<file path="src/rtl/eeprom3w_pkg.sv">
package eeprom3w_pkg;
  typedef enum logic [2:0] {
    ST_IDLE = 3'd0,
    ST_LOW  = 3'd1,
    ST_HIGH = 3'd2,
    ST_WAIT = 3'd3,
    ST_FIN  = 3'd4
  } xfer_state_e;

  localparam int CTL_WAIT_BIT = 7;
  localparam int CTL_BUSY_BIT = 6;
  localparam int CTL_REL_BIT  = 5;
  localparam int CTL_RD_BIT   = 4;
endpackage

</file>
<file path="src/rtl/eeprom3w_sync.sv">
module eeprom3w_sync #(
  parameter int STAGES = 2
) (
  input  logic clk,
  input  logic rst,
  input  logic din,
  output logic dout,
  output logic rise
);
  logic [STAGES-1:0] chain_q;
  logic              prev_q;

  always_ff @(posedge clk) begin
    if (rst) begin
      chain_q <= '0;
      prev_q  <= 1'b0;
    end else begin
      chain_q <= {chain_q[STAGES-2:0], din};
      prev_q  <= chain_q[STAGES-1];
    end
  end

  assign dout = chain_q[STAGES-1];
  assign rise = chain_q[STAGES-1] & ~prev_q;
endmodule

</file>
<file path="src/rtl/eeprom3w_tick.sv">
module eeprom3w_tick #(
  parameter int HALF = 4
) (
  input  logic clk,
  input  logic rst,
  input  logic run,
  output logic tick
);
  localparam int CW = (HALF > 2) ? $clog2(HALF) : 1;
  localparam logic [CW-1:0] LAST = CW'(HALF - 1);

  logic [CW-1:0] cnt_q;

  always_ff @(posedge clk) begin
    if (rst || !run) cnt_q <= '0;
    else if (cnt_q == LAST) cnt_q <= '0;
    else cnt_q <= cnt_q + 1'b1;
  end

  assign tick = run && (cnt_q == LAST);
endmodule

</file>
<file path="src/rtl/eeprom3w_shifter.sv">
module eeprom3w_shifter
  import eeprom3w_pkg::*;
#(
  parameter int DATA_W = 8,
  parameter int HALF   = 4,
  parameter int STAGES = 2
) (
  input  logic              clk,
  input  logic              rst,
  input  logic              ctl_wr,
  input  logic [7:0]        ctl_wdata,
  input  logic              dat_wr,
  input  logic [DATA_W-1:0] dat_wdata,
  output logic [7:0]        stat_rdata,
  output logic [DATA_W-1:0] dat_rdata,
  output logic              busy,
  output logic              irq,
  output logic              sclk,
  output logic              sdo,
  output logic              sdo_oe,
  input  logic              sdi
);
  localparam int CNT_W = 4;
  localparam logic [CNT_W-1:0] MAX_CNT = CNT_W'(DATA_W);

  xfer_state_e       state_q, state_n;
  logic              wait_q, rel_q, rd_q;
  logic [CNT_W-1:0]  cnt_q, left_q;
  logic [DATA_W-1:0] data_q;
  logic              busy_q, irq_q, sclk_q, drive_q;
  logic              sdi_s, sdi_rise, tick, run;
  logic              accept;
  logic [CNT_W-1:0]  cnt_in;

  eeprom3w_sync #(.STAGES(STAGES)) u_sync (
    .clk(clk), .rst(rst), .din(sdi), .dout(sdi_s), .rise(sdi_rise)
  );

  assign run = (state_q == ST_LOW) || (state_q == ST_HIGH);

  eeprom3w_tick #(.HALF(HALF)) u_tick (
    .clk(clk), .rst(rst), .run(run), .tick(tick)
  );

  assign accept = ctl_wr && !busy_q;
  assign cnt_in = (ctl_wdata[3:0] > MAX_CNT) ? MAX_CNT : ctl_wdata[3:0];

  always_comb begin
    state_n = state_q;
    case (state_q)
      ST_IDLE:
        if (accept) begin
          if (cnt_in != '0) state_n = ST_LOW;
          else if (ctl_wdata[CTL_WAIT_BIT] && ctl_wdata[CTL_REL_BIT]) state_n = ST_WAIT;
          else state_n = ST_FIN;
        end
      ST_LOW:  if (tick) state_n = ST_HIGH;
      ST_HIGH:
        if (tick) begin
          if (left_q == CNT_W'(1)) state_n = (wait_q && rel_q) ? ST_WAIT : ST_IDLE;
          else state_n = ST_LOW;
        end
      ST_WAIT: if (sdi_rise) state_n = ST_IDLE;
      ST_FIN:  state_n = ST_IDLE;
      default: state_n = ST_IDLE;
    endcase
  end

  always_ff @(posedge clk) begin
    if (rst) begin
      state_q <= ST_IDLE;
      busy_q  <= 1'b0;
      irq_q   <= 1'b0;
      sclk_q  <= 1'b0;
    end else begin
      state_q <= state_n;
      busy_q  <= (state_n != ST_IDLE);
      irq_q   <= busy_q && (state_n == ST_IDLE);
      sclk_q  <= (state_n == ST_HIGH);
    end
  end

  always_ff @(posedge clk) begin
    if (rst) begin
      wait_q  <= 1'b0;
      rel_q   <= 1'b0;
      rd_q    <= 1'b0;
      cnt_q   <= '0;
      left_q  <= '0;
      drive_q <= 1'b0;
      data_q  <= '0;
    end else begin
      if (accept) begin
        wait_q  <= ctl_wdata[CTL_WAIT_BIT];
        rel_q   <= ctl_wdata[CTL_REL_BIT];
        rd_q    <= ctl_wdata[CTL_RD_BIT];
        cnt_q   <= cnt_in;
        left_q  <= cnt_in;
        drive_q <= !ctl_wdata[CTL_RD_BIT] && !(ctl_wdata[CTL_REL_BIT] && cnt_in == '0);
      end
      if (dat_wr && !busy_q) data_q <= dat_wdata;
      if (state_q == ST_LOW && tick && rd_q)
        data_q <= {data_q[DATA_W-2:0], sdi_s};
      if (state_q == ST_HIGH) begin
        if (left_q == CNT_W'(1) && rel_q) drive_q <= 1'b0;
        if (tick) begin
          left_q <= left_q - 1'b1;
          if (!rd_q) data_q <= {data_q[DATA_W-2:0], 1'b0};
        end
      end
    end
  end

  assign stat_rdata = {wait_q, busy_q, rel_q, rd_q, cnt_q};
  assign dat_rdata  = data_q;
  assign busy       = busy_q;
  assign irq        = irq_q;
  assign sclk       = sclk_q;
  assign sdo        = data_q[DATA_W-1];
  assign sdo_oe     = drive_q;

  assert_sclk_only_busy_R3: assert property (@(posedge clk) disable iff (rst)
    sclk_q |-> busy_q);
  assert_left_bounded_R3: assert property (@(posedge clk) disable iff (rst)
    left_q <= MAX_CNT);
  assert_no_drive_read_R6: assert property (@(posedge clk) disable iff (rst)
    (drive_q && busy_q) |-> !rd_q);
  assert_fields_hold_R2: assert property (@(posedge clk) disable iff (rst)
    (busy_q && $past(busy_q)) |-> ($stable(cnt_q) && $stable(rd_q) && $stable(rel_q) && $stable(wait_q)));
  assert_irq_on_fall_R8: assert property (@(posedge clk) disable iff (rst)
    $fell(busy_q) |-> irq_q);
  assert_irq_single_R8: assert property (@(posedge clk) disable iff (rst)
    irq_q |=> !irq_q);
  assert_wait_needs_rel_R7: assert property (@(posedge clk) disable iff (rst)
    (state_q == ST_WAIT) |-> (wait_q && rel_q));
endmodule

</file>
<file path="config.mk">
export PLATFORM = sky130hd
export DESIGN_NAME = eeprom3w_shifter
export DESIGN_NICKNAME = d
export VERILOG_FILES = /design/src/rtl/eeprom3w_pkg.sv /design/src/rtl/eeprom3w_sync.sv /design/src/rtl/eeprom3w_tick.sv /design/src/rtl/eeprom3w_shifter.sv
export SDC_FILE = /design/constraint.sdc
export NUM_CORES = 1
export LEC_CHECK = 0
export BUFFER_PORTS_ARGS = -buffer_cell sky130_fd_sc_hd__buf_2
export CORE_MARGIN = 3
export CORE_UTILIZATION = 55
export DETAILED_ROUTE_END_ITERATION = 6
export HOLD_SLACK_MARGIN = 0.15
export MAX_ROUTING_LAYER = met4
export PLACE_DENSITY = 0.84
export SLEW_MARGIN = 25
export SYNTH_ARGS = -nofsm -noshare
export SYNTH_HDL_FRONTEND = slang
export SYNTH_HIERARCHICAL = 1
export SYNTH_SLANG_ARGS = --single-unit
</file>
<file path="constraint.sdc">
create_clock -name clk -period 4 [get_ports clk]
set_clock_uncertainty 0.05 [all_clocks]
set_input_delay 0 -clock clk [delete_from_list [all_inputs] [get_ports clk]]
set_output_delay 0 -clock clk [all_outputs]
set_load 0.1 [all_outputs]
</file>
==> impl_metrics.toml <==
[timing]
setup_slack_ps = 1271
finalSetupTns_ps = 0
report.final.slew_viol_count = 0
rsz0062_at_grt = "no"
holdWs_ps = 307.8
fmax_ghz = 0.3664
fin_crit_ps = 2729
setup_viol = 0
finalHoldViolCount = 0
worst_pin_slew_ps = 829.7
relSlewSlack_pct = 44.58
period_share_pct = 68.24

[setup_path]
worstReg2RegStart = "busy"
ff2ff_setup_slack_ps = 1270
arrival_ps = 2900
crit_fanout = 13
cp_cell_sequence = "nand2b_1 > nor2_1 > a22oi_1 > dlygate4sd3_1 > nor2_1 > dlygate4sd3_1"
slowest_stage = "dlygate4sd3_1"
startpoint_type = "register"
end_kind = "register"
r2r_end = "cnt_q[0]"
worstSetupPathType = "reg -> reg"
cp-startpoint = "busy"
path_delay_family = "buffers and inverters"
critPathMaxStageDelay_ps = 620
required_ps = 4170
rr_worst_depth = 6
critPathBufInv = 2

[route]
vias_per_cell = 5.653
drcViolationCount = 0
first_pass_iters = 5
drtIter0Drc = 51
wire_per_inst_um = 15.06
ant_nets = 0
route.vias.total = 1419
routed_wl_um = 3781

[job]
max_cap_violations = 0

[synthesis]
yosysSeqAreaShare_pct = 41.30
syn_nets = 181
synthDistinctLibCells = 42
netlist_area_um2 = 1503
synthCells = 157
yosys_warnings = 6
async_flop_share_pct = 0
syn_avg_cell_area_um2 = 9.571
synth_seq_cells = 31
ys.flop_type = "dfxtp_1"
synth_edf_count = 0

[floorplan]
initial_core_util_pct = 59.05
row_count = 18
ios = 42
fp.dieH_um = 58.27
die_w_um = 58.27
design.core.area_um2 = 2545
dieArea_um2 = 3395

[final_layout]
final_common_cell = "buf_2"
area_delta_synth_final_pct = 32.56
antenna_cells = 0
drive_above_1_share_pct = 26.70
layout.nets = 245
final_cell_mix = "buf_2 (40), dlygate4sd3_1 (32), dfxtp_1 (31)"
post-route-util_pct = 78.27

[power_and_ir_drop]
power_leakage_nw = 0.8579
p_int_w = 0.0004711
swShare_pct = 36.41
worst_ir_drop_vdd_uv = 392.5
pwr-share-clk_pct = 24.8
pwr_density_cell_nw_per_um2 = 372.0
seqPwrFrac_pct = 46.3
power_frac_comb_pct = 28.9
power.switching_w = 0.0002698

[clock_network]
cts_sinks = 31
post_cts_resized = 0
cts_root_buf = "clkbuf_4"
clk_path_buf_depth = 2
h-tree-depth = 2
clk_latency_ps = 330
cts_inserted_buffers = 5
path_clk_slew_ps = 100
tritoncts = "done"

[worst_hold_path]
holdPathEnd = "dat_rdata[3]"
min-delay-start = "dat_wr"
hold_path.class = "in -> reg"
hold_depth = 4

[global_routing]
antenna_found_initial = 0
grt_max_degree = 32
grt_pass1_wl_um = 6182
grt_pass1_vias = 1348
overflow = 0
grt.total_usage_pct = 25.56

[placed_design]
place_ws_ps = 1939
finalWeightedCongestion = 0.8571
hpwl_um = 2238
numPortBuffers = 40

[run_status]
outcome = "finished, final reports clean"
per-stage QoR:
step	area, um2	power (W)	std cells
after floorplan	1503	0.0005083	157
after global placement	1615	0.0005293	212
after detailed placement	1615	0.0005339	212
after CTS	1992	0.0007419	251
after global routing	1992	0.0007759	251
final	1992	0.0007409	251
worst max-delay path by stage:
stage / slack [ps] / endpoint / depth (start not counted)
final: 1270 / cnt_q[0] / 6
after global routing: 1180 / cnt_q[0] / 6
after CTS: 1450 / cnt_q[1] / 6
after detailed placement: 1940 / dat_rdata[3] / 7
after global placement: 2000 / dat_rdata[4] / 7
after floorplan: 2070 / dat_rdata[0] / 4
sequential cells by signal, indices dropped and copies added (netlist names):
signal and cells:
wait_q 1, sdo_oe 1, rel_q 1, left_q 4, u_sync/prev_q 1, rd_q 1
u_tick/cnt_q 2, dat_rdata 8, state_q 3, sclk 1, irq 1, cnt_q 4
u_sync/chain_q 2, busy 1
kinds of logic after synthesis:
kind of cell               share of synthesized area (%)
buffers and inverters                              9.075
xor gates and xnor gates                          0.5830
AOI/OAI and AO/OA                                  17.07
muxes                                              5.995
DFF                                                41.30
adders and majority gates                          2.498
and+or+nand+nor                                    23.48
worst register-to-register path, stage by stage, from the launching register on:
cell           delay (ps)
dfxtp_1               480
nand2b_1              450
nor2_1                190
a22oi_1               190
dlygate4sd3_1         620
nor2_1                 60
dlygate4sd3_1         580
power by group through the flow:
stage	Clock [W]	Combinational, W	Sequential [W]
6_report	0.000184	0.000214	0.000343
5_1_grt	0.000206	0.000225	0.000345
4_1_cts	0.000189	0.000210	0.000342
3_5_place_dp	0	0.000185	0.000349
3_3_place_gp	0	0.000182	0.000348
2_1_floorplan	0	0.0000909	0.000417
synth_stat cells (all sizes together), types with 3 or more instances:
cell | n | share of area (%)
nor3b | 3 | 1.5
dfxtp | 31 | 41
nor2 | 18 | 5.0
a31oi | 4 | 1.7
nor2b | 6 | 2.7
a211oi | 10 | 6.0
mux2i | 9 | 6.0
nand2 | 14 | 3.5
a21oi | 11 | 3.7
ha | 3 | 2.5
inv | 3 | 0.75
buf | 11 | 6.3
clkbuf | 3 | 1.4
repair_timing:
item,4_1_cts,5_1_grt
hold endpoints to repair,25,0
setup endpoints to repair,0,0
setup buffers,0,0
hold buffers,32,0
area by class of cell:
cell class                 instances  area (um2)
clock buffer                       6       51.30
clock inverter                     1       5.005
fill                             162       553.0
inverter                           3       11.26
multi-input combinational        108       745.7
sequential                        31       620.6
tap                               30       37.54
timing repair buffer              72       520.5
routing by layer:
layer / vias to the layer above / share of wire, % / global-route usage [%]
met1: 637 / 42 / 28.08
li1: 685 / - / -
met5: - / 0 / -
met2: 83 / 47 / 40.83
met3: 14 / 7.7 / 8.463
met4: 0 / 3.2 / 13.25
(Power assumes the default switching activity.)
